<file path="src/rtl/prom_burn_seq.sv">
module prom_burn_seq #(
  parameter int CLK_HZ        = 50_000_000,
  parameter int ADDR_W        = 14,
  parameter int MAX_TRIES     = 25,
  parameter int SETTLE_CYC    = 4,
  parameter int CLK_PHASE_CYC = 8
) (
  input  logic              clk,
  input  logic              rst_n,
  input  logic              start,
  input  logic [ADDR_W-1:0] last_addr,
  output logic [ADDR_W-1:0] src_addr,
  input  logic [7:0]        src_data,
  output logic [3:0]        mode,
  output logic              prg_clk,
  output logic [7:0]        bus_out,
  output logic              bus_oe,
  input  logic [7:0]        bus_in,
  output logic              busy,
  output logic              done,
  output logic              fail,
  output logic [ADDR_W-1:0] fail_addr
);
  localparam int PULSE_CYC = CLK_HZ / 1000;
  localparam int SETUP_RAW = (CLK_HZ / 1000 * 2 + 999) / 1000;
  localparam int SETUP_CYC = (SETUP_RAW < 1) ? 1 : SETUP_RAW;
  localparam int T1   = (PULSE_CYC > SETUP_CYC) ? PULSE_CYC : SETUP_CYC;
  localparam int T2   = (T1 > SETTLE_CYC) ? T1 : SETTLE_CYC;
  localparam int TMAX = (T2 > CLK_PHASE_CYC) ? T2 : CLK_PHASE_CYC;
  localparam int TMR_W = $clog2(TMAX + 1);
  localparam int TRY_W = $clog2(MAX_TRIES + 1);

  localparam logic [3:0] M_CLEAR  = 4'b0101;
  localparam logic [3:0] M_WRITE  = 4'b1110;
  localparam logic [3:0] M_VERIFY = 4'b1100;
  localparam logic [3:0] M_INHIB  = 4'b1101;

  typedef enum logic [3:0] {
    S_IDLE, S_CLR, S_INH, S_LOAD, S_DSET, S_WR, S_WHOLD, S_REL,
    S_VER, S_XSET, S_XWR, S_XHOLD, S_STEP, S_END
  } st_t;

  st_t               st;
  logic [TMR_W-1:0]  tmr;
  logic [TRY_W-1:0]  tries, rep;
  logic [2:0]        ph;
  logic [ADDR_W-1:0] addr, last;
  logic [7:0]        data;

  function automatic logic [TMR_W-1:0] span(input st_t s);
    case (s)
      S_WR, S_XWR:     span = TMR_W'(PULSE_CYC - 1);
      S_VER:           span = TMR_W'(SETTLE_CYC - 1);
      S_STEP:          span = TMR_W'(CLK_PHASE_CYC - 1);
      S_LOAD, S_IDLE:  span = '0;
      default:         span = TMR_W'(SETUP_CYC - 1);
    endcase
  endfunction

  always_ff @(posedge clk) begin
    if (!rst_n) begin
      st <= S_IDLE; tmr <= '0; tries <= '0; rep <= '0; ph <= '0;
      addr <= '0; last <= '0; data <= '0;
      done <= 1'b0; fail <= 1'b0; fail_addr <= '0;
    end else if (st == S_IDLE) begin
      if (start) begin
        st <= S_CLR; tmr <= span(S_CLR);
        addr <= '0; last <= last_addr;
        done <= 1'b0; fail <= 1'b0;
      end
    end else if (tmr != '0) begin
      tmr <= tmr - 1'b1;
    end else begin
      case (st)
        S_CLR:   begin st <= S_INH;  tmr <= span(S_INH);  end
        S_INH:   begin st <= S_LOAD; tmr <= span(S_LOAD); end
        S_LOAD:  begin data <= src_data; tries <= '0; st <= S_DSET; tmr <= span(S_DSET); end
        S_DSET:  begin tries <= tries + 1'b1; st <= S_WR; tmr <= span(S_WR); end
        S_WR:    begin st <= S_WHOLD; tmr <= span(S_WHOLD); end
        S_WHOLD: begin st <= S_REL;   tmr <= span(S_REL);   end
        S_REL:   begin st <= S_VER;   tmr <= span(S_VER);   end
        S_VER: begin
          if (bus_in == data) begin
            rep <= tries; st <= S_XSET; tmr <= span(S_XSET);
          end else if (tries == TRY_W'(MAX_TRIES)) begin
            st <= S_IDLE; fail <= 1'b1; fail_addr <= addr;
          end else begin
            st <= S_DSET; tmr <= span(S_DSET);
          end
        end
        S_XSET:  begin st <= S_XWR; tmr <= span(S_XWR); end
        S_XWR: begin
          if (rep == TRY_W'(1)) begin st <= S_XHOLD; tmr <= span(S_XHOLD); end
          else begin rep <= rep - 1'b1; tmr <= span(S_XWR); end
        end
        S_XHOLD: begin
          if (addr == last) begin st <= S_END; tmr <= span(S_END); end
          else begin ph <= '0; st <= S_STEP; tmr <= span(S_STEP); end
        end
        S_STEP: begin
          if (ph == 3'd7) begin addr <= addr + 1'b1; st <= S_LOAD; tmr <= span(S_LOAD); end
          else begin ph <= ph + 1'b1; tmr <= span(S_STEP); end
        end
        S_END:   begin st <= S_IDLE; done <= 1'b1; end
        default: st <= S_IDLE;
      endcase
    end
  end

  assign mode = (st == S_IDLE || st == S_CLR || st == S_END) ? M_CLEAR :
                (st == S_WR || st == S_XWR) ? M_WRITE :
                (st == S_VER) ? M_VERIFY : M_INHIB;
  assign bus_oe   = (st == S_DSET) || (st == S_WR) || (st == S_WHOLD) ||
                    (st == S_XSET) || (st == S_XWR) || (st == S_XHOLD);
  assign bus_out  = bus_oe ? data : 8'h00;
  assign prg_clk  = (st == S_STEP) && !ph[0];
  assign src_addr = addr;
  assign busy     = (st != S_IDLE);

  int wr_len;
  always_ff @(posedge clk) begin
    if (!rst_n) wr_len <= 0;
    else if (mode == M_WRITE) wr_len <= wr_len + 1;
    else wr_len <= 0;
  end

  AST_WRITE_WHOLE_PULSES: assert property (@(posedge clk) disable iff (!rst_n)
    ($past(mode) == M_WRITE && mode != M_WRITE) |-> (wr_len != 0 && wr_len % PULSE_CYC == 0));
  AST_WRITE_FROM_INHIBIT: assert property (@(posedge clk) disable iff (!rst_n)
    $rose(mode == M_WRITE) |-> $past(mode) == M_INHIB);
  AST_BUS_FREE_BEFORE_VERIFY: assert property (@(posedge clk) disable iff (!rst_n)
    $rose(mode == M_VERIFY) |-> $past(!bus_oe));
  AST_CLOCK_IN_INHIBIT: assert property (@(posedge clk) disable iff (!rst_n)
    prg_clk |-> mode == M_INHIB);
  AST_TRY_LIMIT: assert property (@(posedge clk) disable iff (!rst_n)
    tries <= TRY_W'(MAX_TRIES));
  AST_DONE_FAIL_EXCL: assert property (@(posedge clk) disable iff (!rst_n)
    !(done && fail));
  AST_START_IGNORED: assert property (@(posedge clk) disable iff (!rst_n)
    (busy && start && tmr != '0) |=> busy && $stable(src_addr));
endmodule

</file>
<file path="config.mk">
export PLATFORM = sky130hd
export DESIGN_NAME = prom_burn_seq
export DESIGN_NICKNAME = d
export VERILOG_FILES = /design/src/rtl/prom_burn_seq.sv
export SDC_FILE = /design/constraint.sdc
export NUM_CORES = 1
export LEC_CHECK = 0
export ABC_AREA = 0
export BUFFER_PORTS_ARGS = -buffer_cell sky130_fd_sc_hd__buf_4
export CAP_MARGIN = 20
export CORE_ASPECT_RATIO = 1.25
export CORE_MARGIN = 2
export CORE_UTILIZATION = 38
export CTS_CLUSTER_DIAMETER = 80
export DETAILED_ROUTE_END_ITERATION = 10
export PLACE_DENSITY = 0.61
export SLEW_MARGIN = 20
export SYNTH_ARGS = -nofsm -noshare
export SYNTH_HDL_FRONTEND = slang
export SYNTH_SLANG_ARGS = --single-unit
</file>
<file path="constraint.sdc">
create_clock -name clk -period 6.33 [get_ports clk]
set_input_delay 0 -clock clk [delete_from_list [all_inputs] [get_ports clk]]
set_output_delay 0 -clock clk [all_outputs]
set_load 0.05 [all_outputs]
</file>
## Yosys cells after proc, flatten, opt, wreduce, memory -nomap -nowiden

Cells that the tools add are included.

| storage, ports and cells | value |
|---|---|
| flip-flop bits (word level) | 85 |
| latch bits | 0 |
| bits in writable memories | 0 |
| ROM bits | 0 |
| output and inout port bits | 45 |
| word-level logic and storage cells | 125 |
| memories | 0 |

| operators by class | value |
|---|---|
| $add $sub $neg | 5 |
| multiply operators | 0 |
| div/mod/pow operators | 0 |
| $lt $le $gt $ge | 0 |
| equal/unequal tests | 28 |
| shifts and indexed selects | 0 |
| mux-type cells | 43 |
| bitwise gates (word level) | 3 |
| reduce and logical (&&, ||, !) cells | 35 |

Operators with widths:

| cell | count |
|---|---|
| 16-bit case mux with 8 select lines | 1 |
| 16-bit 2-to-1 mux | 6 |
| 14-bit 2-to-1 mux | 5 |
| 4-bit case mux with 12 select lines | 1 |
| 4-bit 2-to-1 mux | 7 |
| 4-bit == test, second input constant | 6 |
| 5-bit case mux with 2 select lines | 2 |
| 5-bit AND reduction | 4 |
| 4-bit by 3-bit == test with 1-bit output, second input constant | 4 |
| 16-bit nonzero test | 1 |
| 2-bit nonzero test | 8 |
| 16-bit by 1-bit subtractor with 16-bit output, second input constant | 1 |
| 14-bit by 1-bit adder with 14-bit output, second input constant | 1 |
| 14-bit == test | 1 |
| 2-bit inequality test, second input constant | 7 |
| 3-bit 2-to-1 mux | 4 |
| 3-bit AND reduction | 4 |
| 1-bit 2-to-1 mux | 11 |
| 5-bit 2-to-1 mux | 2 |
| 10-bit nonzero test | 1 |
| 4-bit by 2-bit == test with 1-bit output, second input constant | 2 |
| 8-bit == test | 1 |
| 1-bit logical OR | 8 |
| 8-bit 2-to-1 mux | 1 |
| other kinds (21) | 25 |

## Depth between registers and ports, before layout

Gate-level depths: netlist of the first run.

| logic depth | value |
|---|---|
| depth in word-level cells | 7 |
| depth in mapped cells | 10 |

## Worst setup path before layout of the first run

Ideal clock, no wire load.

| path | value |
|---|---|
| path kind | register -> register |
| start point | register tmr[0] |
| end point | register tmr[0] |
| library setup time | 0.088 ns |
| arrival time | 2.345 ns |
| required time | 6.242 ns |
| path slack | 3.897 ns |
| stages on the path, launching flop included | 10 |
| cell sequence | dfxtp_1 -> inv_1 -> ha_1 -> nor3b_1 -> nand4_4 -> a2111oi_4 -> nand2b_1 -> buf_4 -> a21oi_1 -> a221oi_2 |

| between the ends | value |
|---|---|
| longest elaborated chain between the ends | 3 |
| elaborated cells between the ends (all ways) | 7 |

Ends and longest elaborated chain:

| item | RTL line | source |
|---|---|---|
| start, declared | 44 | `logic [TMR_W-1:0] tmr;` |
| start signal, assigned | 72 | `tmr <= tmr - 1'b1;` |
| start signal, assigned | 94 | `else begin rep <= rep - 1'b1; tmr <= span(S_XWR); end` |
| start signal, assigned | 102 | `else begin ph <= ph + 1'b1; tmr <= span(S_STEP); end` |
| 16-bit by 1-bit subtractor with 16-bit output or 16-bit nonzero test (tied branches) | 72, 71 |  |
| 16-bit 2-to-1 mux, or another cell as far along | 71 | `end else if (tmr != '0) begin` |
| 16-bit 2-to-1 mux or 3-bit AND reduction (tied branches) | -- |  |

Several ways; a longest one is shown, not always the timed one.
A chain may end at the register's enable or synchronous reset.

## Worst setup path in the final report of the first run

| path | value |
|---|---|
| start point | register st[3] |
| end point | register addr[9] (netlist: src_addr[9]) |

| between the ends | value |
|---|---|
| longest elaborated chain between the ends | 3 |
| elaborated cells between the ends (all ways) | 8 |

Ends and longest elaborated chain:

| item | RTL line | source |
|---|---|---|
| start, declared | 43 | `st_t st;` |
| start signal, assigned | 62 | `st <= S_IDLE; tmr <= '0; tries <= '0; rep <= '0; ph <= '0;` |
| start signal, assigned | 67 | `st <= S_CLR; tmr <= span(S_CLR);` |
| start signal, assigned | 75 | `S_CLR: begin st <= S_INH; tmr <= span(S_INH); end` |
| 4-bit == test or 4-bit zero test (tied branches) | 74, 65 |  |
| 2-bit nonzero test (no line) or 2-bit inequality test (tied branches) | -- |  |
| 4-bit AND reduction (no line) | -- |  |
| end signal, assigned | 63 | `addr <= '0; last <= '0; data <= '0;` |
| end signal, assigned | 68 | `addr <= '0; last <= last_addr;` |
| end signal, assigned | 101 | `if (ph == 3'd7) begin addr <= addr + 1'b1; st <= S_LOAD; tmr <= span(S_LOAD); end` |
| end, declared | 47 | `logic [ADDR_W-1:0] addr, last;` |

Several ways; a longest one is shown, not always the timed one.

==> results.json, run 1 <==
{
  "ctsLongestPathBuffers": 2,
  "synth_compound_gate_area_share": 0.175,
  "share_of_synthesized_registers_carrying_an_async_set_or_reset": 0,
  "clk_latency_worst_skew_pair_ps": 340,
  "drt-vias-per-instance": 5.21,
  "cts_root_buffer": "clkbuf_16",
  "synth.top_cells.by_count": "91 x nand2_1, 85 x dfxtp_1, 61 x nor2_1",
  "core.rowCount": 44,
  "synth.area.top_cells": "dfxtp_1 37%, nand2_1 7.5%, xor2_1 6.3%",
  "clkTransAtPathRegs_ps": 70,
  "hold_buf_count_cts": 22,
  "maxSlewHeadroom": 0.434,
  "finalSetupViolCount": 0,
  "combinational_family_with_the_most_area_after_synthesis": "simple AND/OR/NAND/NOR gates",
  "yosys_register_bits": 85,
  "ff2ff_setup_slack_ps": 3110,
  "synthDominantCellAreaShare": 0.372,
  "timing.critical_path.to_type": "flip-flop",
  "cp_launch_type": "flip-flop",
  "yosysWarningCount": 0,
  "num_vias": 4271,
  "post_synth_fa_ha_maj_area_fraction": 0.0246,
  "avgSynthCellArea_um2": 7.97,
  "cpMaxStageDelayCell": "nor4_2",
  "coreArea_um2": 11700,
  "clock_sink_count": 85,
  "die_area_um2": 12900,
  "postCtsResizedCells": 0,
  "finalHoldViolCount": 0,
  "leakage_nw": 2.30,
  "synth_net_count": 615,
  "ys_dominant_reg_cell": "dfxtp_1",
  "initial_utilization": 0.392,
  "wire_per_inst_um": 14.8,
  "final.fill_count": 1192,
  "rsz0062_at_grt": "no",
  "synthMostInstantiatedCell": "nand2_1",
  "antenna_left": 0,
  "setup_slack_ps": 3110,
  "crit_required_ps": 6590,
  "cts.htree.levels": 3,
  "grt-ovfl-total": 0,
  "min_period_over_period": 0.509,
  "layout-drive-gt1-share": 0.165,
  "floorplan.die.width_um": 102,
  "postRouteWirelength_mm": 12.2,
  "synth-xor-area-share": 0.0652,
  "seq_area_frac_synth": 0.372,
  "synth-simple-area-share": 0.278,
  "critical-path-max-stage-delay_ps": 700,
  "post-layout-total-power_w": 0.00212,
  "max_freq_mhz": 311,
  "port-buffer-count": 76,
  "number_of_enable_flip_flop_cells_after_synthesis": 0,
  "grt_max_degree": 64,
  "fin_crit_ps": 3220,
  "gp_routability_congestion": 0.848,
  "detailedPlacementHpwl_mm": 8.77,
  "hold_class": "in -> reg",
  "first_pass_iters": 5,
  "post_cts_setup_buffer_count": 0,
  "synth.area.mux_share": 0.0465,
  "crit_path_max_fanout": 28,
  "antenna_cells": 0,
  "crit_chain": "nor4_2 > nand2_1 > o21ai_1 > nand4_1 > or3_1 > a21oi_1",
  "tns_ps": 0,
  "drtIter0Drc": 280,
  "synth_cells": 573,
  "timing_worst_slew_pin_value_ps": 842,
  "die-height_um": 127,
  "first_pass_grt_wire_length_mm": 20.6,
  "synthesis.area_um2": 4570,
  "io-pin-count": 78,
  "area_growth_pct": 26.2,
  "nNetsFinal": 696,
  "arrival_time_at_the_worst_endpoint_ps": 3480,
  "dp_worst_setup_slack_ps": 3080,
  "vdd_ir_drop_max_mv": 0.187,
  "worst_path_class_setup": "reg -> reg",
  "synth.distinct_cells": 63,
  "skew_ps": 10.8,
  "finalMaxSlewViolations": 0,
  "remaining_routing_drc_violations": 0,
  "first_global_vias": 4344,
  "global_route.usage.total": 0.198,
  "outcome": "finished clean",
  "number_of_antenna_violations_at_the_first_check_in_global_routing": 0,
  "synthDominantAreaCellType": "dfxtp_1",
  "tritoncts": "built",
  "drv_cap": 0,
  "power.density_nw_per_um2": 367,
  "cts_made_buffers": 9
}
==> cell type report <==
type	count	area, um2	area share
Inverter	11	41.3	0.00716
Timing Repair Buffer	101	813	0.141
Clock inverter	4	56.3	0.00976
Clock buffer	12	256	0.0445
Multi-Input combinational cell	446	2700	0.468
Sequential cell	85	1700	0.295
Tap cell	161	201	0.0349
==> through the flow <==
stage | area (um2) | utilization | hold slack, ps | instances
2_1_floorplan | 4570 | - | 136 | 573
3_3_place_gp | 5240 | 0.449 | 255 | 782
3_5_place_dp | 5240 | 0.449 | 258 | 782
4_1_cts | 5770 | 0.494 | 12.7 | 820
5_1_grt | 5770 | 0.494 | 29.8 | 820
6_report | 5770 | 0.494 | 28.0 | 820
==> cells by family (layout without fill, tap and decap cells) <==
family                     count (synthesis)  count (layout)
AOI/OAI and AO/OA                        128             128
xor gates and xnor gates                  34              34
adders and majority gates                  9               9
buffers and inverters                     42             128
DFF                                       85              85
muxes                                     21              21
other                                      1               1
and+or+nand+nor                          253             253
==> sequential cells by signal, indices dropped and copies added (netlist names) <==
signal     cells
fail_addr     14
rep            5
last          14
done           1
tmr           16
tries          5
data           8
st             4
ph             3
fail           1
src_addr      14
==> worst paths after layout <==
kind	cells past startpoint	to	from
max	6	src_addr[9]	st[3]
min	3	tmr[5]	rst_n
max reg2reg	6	src_addr[9]	st[3]
min reg2reg	2	done	done
==> where the power goes <==
group          internal (W)  switching [W]  leakage, nW  total, W
combinational      0.000310       0.000548         1.46  0.000859
clock              0.000329       0.000210        0.153  0.000540
sequential         0.000602       0.000117        0.689  0.000719
total               0.00124       0.000876         2.30   0.00212
==> cell usage in the layout (no fill, tap or decap), drive strengths merged, types with 12 or more instances in the layout <==
cell / instances
and2: 13
clkbuf: 12
mux2i: 19
dlygate4sd3: 22
a21oi: 55
buf: 79
nand2: 91
o21ai: 27
xor2: 33
nor4: 12
nand3: 12
nor2: 61
dfxtp: 85
==> critical path: cells and delay by family, from the launching register on <==
kind | cells | cell delay, ps
DFF | 1 | 580
AOI/OAI and AO/OA | 2 | 570
and+or+nand+nor | 4 | 2000
==> layer usage <==
layer,vias to the layer above,global-route usage,wire [um]
li1,2178,-,-
met3,11,0.0331,551
met1,1957,0.238,5320
met5,-,0,0
met2,125,0.348,6150
met4,0,0.0776,146
Note: power is estimated with default switching activity, not from simulation.
==> run 2: changes to the inputs <==
--- a/config.mk
+++ b/config.mk
@@ -5,7 +5,7 @@
 export SDC_FILE = /design/constraint.sdc
 export NUM_CORES = 1
 export LEC_CHECK = 0
-export ABC_AREA = 0
+export ABC_AREA = 1
 export BUFFER_PORTS_ARGS = -buffer_cell sky130_fd_sc_hd__buf_4
 export CAP_MARGIN = 20
 export CORE_ASPECT_RATIO = 1.25
@@ -13,7 +13,7 @@
 export CORE_UTILIZATION = 38
 export CTS_CLUSTER_DIAMETER = 80
 export DETAILED_ROUTE_END_ITERATION = 10
-export PLACE_DENSITY = 0.61
+export PLACE_DENSITY = 0.6
 export SLEW_MARGIN = 20
 export SYNTH_ARGS = -nofsm -noshare
 export SYNTH_HDL_FRONTEND = slang
==> constraint.sdc (replaced) <==
create_clock -name clk -period 3.1 [get_ports clk]
set_input_delay 0 -clock clk [delete_from_list [all_inputs] [get_ports clk]]
set_output_delay 0 -clock clk [all_outputs]
set_load 0.05 [all_outputs]
==> run 2 against run 1 <==
Effect of this change: clock power rose by 120%; cell count rose by 21%; core utilization increased by 0.082 points; fmax increased by 47%; synthesized cell count grew 27%; clock skew down 3.2 ps; non-clock buffer count did not move; first-iteration DRC count down 2.1%; die area is 4.9% higher; sequential power rose by 89%; worst setup slack got worse by 2200 ps; critical path depth up 2; critical path type unchanged; largest power group unchanged; highest routed layer unchanged.
==> results.json, run 2 <==
{
  "min_period_over_period": 0.706,
  "finalHoldViolCount": 0,
  "postRouteWirelength_mm": 13.4,
  "antenna_left": 0,
  "floorplan.die.width_um": 105,
  "synth_net_count": 771,
  "routing_usage_on_met1": 0.233,
  "cts_made_buffers": 9,
  "finalMaxSlewViolations": 0,
  "final.fill_count": 1243,
  "max_freq_mhz": 457,
  "die_area_um2": 13600,
  "first_global_vias": 4702,
  "synth.top_cells.by_count": "167 x nand2_1, 105 x nor2_1, 85 x dfxtp_1",
  "hold_buf_count_cts": 23,
  "synthDominantCellAreaShare": 0.354,
  "combinationalPowerShare": 0.414,
  "vdd_ir_drop_max_mv": 0.312,
  "gp_routability_congestion": 0.912,
  "number_of_enable_flip_flop_cells_after_synthesis": 0,
  "largest-register": "tmr",
  "outcome": "finished clean",
  "fin_crit_ps": 2190,
  "first_pass_grt_wire_length_mm": 22.2,
  "drt-vias-per-instance": 4.98,
  "nNetsFinal": 864,
  "arrival_time_at_the_worst_endpoint_ps": 2420,
  "timing.critical_path.to_type": "flip-flop",
  "gr-usage-met3": 0.0297,
  "share_seq_of_total_power": 0.311,
  "seq_area_frac_synth": 0.354,
  "ff2ff_setup_slack_ps": 910,
  "yosysWarningCount": 0,
  "p_sw_w": 0.00181,
  "skew_ps": 7.59,
  "grt_max_degree": 46,
  "finalNonFillerCells": 991,
  "hold_class": "in -> reg",
  "num_vias": 4936,
  "remaining_routing_drc_violations": 0,
  "synth.area.top_cells": "dfxtp_1 35%, nand2_1 13%, nor2_1 8.2%",
  "drv_cap": 0,
  "timing_worst_slew_pin_value_ps": 640,
  "layout.cells.most_common": "nand2_1",
  "crit_path_max_fanout": 17,
  "port-buffer-count": 76,
  "worst_path_class_setup": "reg -> reg",
  "tns_ps": 0,
  "leakage_nw": 2.65,
  "coreArea_um2": 12200,
  "maxSlewHeadroom": 0.572,
  "cp_launch_type": "flip-flop",
  "drtIter0Drc": 274,
  "gr_layer_usage_met2": 0.369,
  "yosys_register_bits": 85,
  "die-height_um": 130,
  "synthesis.area_um2": 4800,
  "cts_root_buffer": "clkbuf_16",
  "finalSetupViolCount": 0,
  "switching_power_share_of_the_total": 0.414,
  "area_growth_pct": 26.0,
  "clk_latency_worst_skew_pair_ps": 350,
  "crit_required_ps": 3330,
  "layout-drive-gt1-share": 0.157,
  "detailedPlacementHpwl_mm": 9.92,
  "clkTransAtPathRegs_ps": 70,
  "synthMostInstantiatedCell": "nand2_1",
  "top_usage_layer": "met2",
  "postCtsResizedCells": 0,
  "power.density_nw_per_um2": 724,
  "cts.htree.levels": 3,
  "layout_common_cells": "167 x nand2_1, 105 x nor2_1, 85 x dfxtp_1",
  "avgSynthCellArea_um2": 6.59,
  "synth.distinct_cells": 38,
  "largest_reg_flops": 16,
  "global_route.usage.total": 0.204,
  "first_pass_iters": 5,
  "ys_dominant_reg_cell": "dfxtp_1",
  "grt-ovfl-total": 0,
  "tritoncts": "built",
  "placed_cells_incl_taps": 952,
  "initial_utilization": 0.393,
  "synthDominantAreaCellType": "dfxtp_1",
  "share_of_synthesized_registers_carrying_an_async_set_or_reset": 0,
  "synth_cells": 729,
  "antenna_cells": 0,
  "clockPowerShare": 0.275,
  "internal_power_w": 0.00256,
  "rsz0062_at_grt": "no",
  "ctsLongestPathBuffers": 2,
  "core.rowCount": 45,
  "number_of_antenna_violations_at_the_first_check_in_global_routing": 0,
  "post_cts_setup_buffer_count": 0,
  "clock_sink_count": 85,
  "io-pin-count": 78,
  "wire_per_inst_um": 13.5
}
-- run 2: changes by cell type in the layout (fill, tap and decap cells not counted), sizes merged, moves of 17 or more --
cell,previous run,this run
mux2i,19,0
inv,11,93
a21oi,55,72
xor2,33,10
nor2,61,116
nand2,91,172
o21ai,27,58
nand3,12,35
-- run 2: cell families after synthesis --
| kind of cell | share of synthesized area |
|---|---|
| fa+ha+maj | 0.0235 |
| simple gates | 0.327 |
| other cells | 0.000781 |
| compound gates | 0.161 |
| flops | 0.354 |
| xor+xnor | 0.0383 |
| buf+inv | 0.0948 |
-- run 2: cell type report --
cell class	count	area, um2	share of cell area
timing repair buffer	101	816	0.135
sequential	85	1700	0.281
clock buffer	9	225	0.0372
multi-input combinational	532	2650	0.437
clock inverter	7	105	0.0174
inverter	93	350	0.0579
tap	164	205	0.0339
-- run 2: per-layer routing --
metal  routed length, um  vias up
met1                5710     2199
met4                 448        0
met3                 684       35
met2                6540      179
li1                    -     2523
met5                   0        -
-- run 2: worst max-delay path, stage by stage, from the launching register on --
cell and delay, ps:
dfxtp_1 390, nor2_4 180, inv_2 90, nor2_8 220
nand2_1 370, nand2_2 360, nand2_1 120, o21ai_0 240
a21oi_1 90
-- run 2: through the flow --
| step | setup slack, ps | cell area, um2 | utilization | total power [W] | hold WS, ps |
|---|---|---|---|---|---|
| after floorplan | 670 | 4800 | - | 0.00275 | 166 |
| after global placement | 1000 | 5490 | 0.449 | 0.00314 | 283 |
| after detailed placement | 947 | 5490 | 0.449 | 0.00316 | 289 |
| after CTS | 943 | 6050 | 0.495 | 0.00440 | 92.7 |
| after global routing | 719 | 6050 | 0.495 | 0.00471 | 116 |
| final | 911 | 6050 | 0.495 | 0.00438 | 91.3 |
-- run 2: final timing paths --
path,start,endpoint,cells past startpoint
min reg2reg,fail,fail,2
max reg2reg,st[3],src_addr[8],8
max,st[3],src_addr[8],8
min,rst_n,rep[2],3
-- run 2: power by group through the flow --
stage | logic (W) | registers, W | clock network, W
after global placement | 0.00176 | 0.00138 | 0
after global routing | 0.00205 | 0.00138 | 0.00128
after detailed placement | 0.00178 | 0.00138 | 0
final | 0.00181 | 0.00136 | 0.00120
after CTS | 0.00181 | 0.00136 | 0.00123
after floorplan | 0.00139 | 0.00136 | 0
==> run 3: changes to the inputs <==
==> constraint.sdc (replaced) <==
create_clock -name clk -period 2.3 [get_ports clk]
set_input_delay 0 -clock clk [delete_from_list [all_inputs] [get_ports clk]]
set_output_delay 0 -clock clk [all_outputs]
set_load 0.05 [all_outputs]
==> run 3 against run 2 <==
Effect of this change: count of clock-buffer cells in the layout increased by 1; critical path depth is 4 higher; die area is the same; fmax rose by 6.1%; sequential share of layout area hardly changed; hold slack got worse by 71 ps; design area about the same; sequential cell count is the same; wire length rose by 3.1%; critical path type unchanged; largest power group unchanged.
==> results.json, run 3 (same netlist as run 2, synthesis figures left out) <==
{
  "outcome": "finished clean",
  "nNetsFinal": 870,
  "layout-drive-gt1-share": 0.162,
  "port-buffer-count": 76,
  "drv_cap": 0,
  "final.fill_count": 1227,
  "post_cts_setup_buffer_count": 0,
  "timing_worst_slew_pin_value_ps": 681,
  "arrival_time_at_the_worst_endpoint_ps": 2340,
  "io-pin-count": 78,
  "coreArea_um2": 12200,
  "layout.cells.most_common": "nand2_1",
  "clk_latency_worst_skew_pair_ps": 340,
  "drtIter0Drc": 284,
  "largest-register": "tmr",
  "first_global_vias": 4886,
  "grt-ovfl-total": 0,
  "global_route.usage.total": 0.210,
  "antenna_cells": 0,
  "crit_path_max_fanout": 10,
  "power.density_nw_per_um2": 939,
  "hold_class": "in -> reg",
  "cp_launch_type": "flip-flop",
  "vdd_ir_drop_max_mv": 0.453,
  "cts.htree.levels": 3,
  "layout_common_cells": "167 x nand2_1, 105 x nor2_1, 85 x dfxtp_1",
  "leakage_nw": 2.64,
  "first_pass_iters": 5,
  "tritoncts": "built",
  "antenna_left": 0,
  "dp_worst_setup_slack_ps": 204,
  "finalMaxSlewViolations": 0,
  "clock_sink_count": 85,
  "gp_routability_congestion": 0.934,
  "floorplan.die.width_um": 105,
  "min_period_over_period": 0.897,
  "initial_utilization": 0.393,
  "reg2regPathDepth": 12,
  "maxSlewHeadroom": 0.544,
  "largest_reg_flops": 16,
  "number_of_antenna_violations_at_the_first_check_in_global_routing": 0,
  "drt-vias-per-instance": 4.98,
  "core.rowCount": 45,
  "num_vias": 4958,
  "finalSetupViolCount": 0,
  "first_pass_grt_wire_length_mm": 22.9,
  "fin_crit_ps": 2060,
  "rsz0062_at_grt": "no",
  "area_growth_pct": 25.8,
  "crit_required_ps": 2580,
  "cts_made_buffers": 9,
  "r2r_start": "tmr[0]",
  "timing.critical_path.to_type": "flip-flop",
  "critical_path.reg2reg.endpoint": "src_addr[2]",
  "seq_area_um2": 1700,
  "skew_ps": 5.53,
  "postRouteWirelength_mm": 13.8,
  "ff2ff_setup_slack_ps": 240,
  "timing.critical_path.to": "src_addr[2]",
  "max_freq_mhz": 485,
  "clkTransAtPathRegs_ps": 60,
  "die_area_um2": 13600,
  "finalHoldViolCount": 0,
  "detailedPlacementHpwl_mm": 10.3,
  "worst_path_class_setup": "reg -> reg",
  "remaining_routing_drc_violations": 0,
  "tns_ps": 0,
  "wire_per_inst_um": 13.9,
  "fin_hold_ws_ps": 20.5,
  "grt_max_degree": 28,
  "ctsLongestPathBuffers": 2,
  "cts_root_buffer": "clkbuf_16",
  "die-height_um": 130,
  "worstSetupStartpoint": "tmr[0]",
  "footprint_of_the_multi_input_gates_um2": 2650,
  "setup_slack_ps": 237
}
[run 3: cell types whose count changed in the layout (fill, tap and decap cells not counted), sizes merged]
cell,previous run,this run
clkinvlp,1,2
buf,78,84
inv,93,91
bufinv,2,0
clkbuf,9,10
clkinv,4,5
[run 3: where the power goes]
| group | leakage (nW) | total (W) | internal [W] | switching (W) |
|---|---|---|---|---|
| logic | 1.82 | 0.00246 | 0.000829 | 0.00163 |
| registers | 0.690 | 0.00185 | 0.00167 | 0.000173 |
| clock network | 0.131 | 0.00137 | 0.000757 | 0.000613 |
| total | 2.64 | 0.00568 | 0.00326 | 0.00242 |
[run 3: how the worst min path moves through the flow]
stage,startpoint,to,slack (ps),cells after the start
after floorplan,last_addr[10],last[10],170,2
after global placement,last_addr[12],last[12],280,3
after detailed placement,last_addr[4],last[4],290,3
after CTS,rst_n,tmr[6],20,3
after global routing,rst_n,tmr[6],40,3
final,rst_n,tmr[6],20,3
[run 3: metal layers]
layer,share of wire,global-route usage,wire length [um]
met1,0.42,0.236,5860
met2,0.50,0.384,6920
met3,0.046,0.0387,635
met4,0.028,0.0954,387
met5,0,0,0
[run 3: stage by stage]
step / power (W) / util / cells / cell area [um2]
3_3_place_gp: 0.00423 / 0.453 / 958 / 5530
4_1_cts: 0.00569 / 0.494 / 996 / 6040
3_5_place_dp: 0.00427 / 0.453 / 958 / 5530
6_report: 0.00568 / 0.495 / 996 / 6040
5_1_grt: 0.00611 / 0.495 / 996 / 6040
2_1_floorplan: 0.00370 / - / 729 / 4800
[run 3: final cells by class]
| type | instances | share of cell area |
|---|---|---|
| Inverter | 93 | 0.0586 |
| Clock buffer | 10 | 0.0395 |
| Clock inverter | 5 | 0.00621 |
| Multi-Input combinational cell | 532 | 0.438 |
| Timing Repair Buffer | 107 | 0.142 |
| Sequential cell | 85 | 0.282 |
| Tap cell | 164 | 0.0340 |
[run 3: critical path: stages (launching register included)]
cell	delay [ps]
dfxtp_1	300
inv_1	150
ha_1	230
nand3_1	120
nor2_2	200
nand2_4	130
nor2_4	150
nand2_1	130
nand2_2	140
inv_2	110
o21ai_0	170
nand2_1	60
nor2_1	100
[run 3: repair_timing]
item,4_1_cts,5_1_grt
endpoints found under the setup margin,0,10
hold endpoints to repair,22,0
gates resized for setup,0,4
hold buffers,23,0
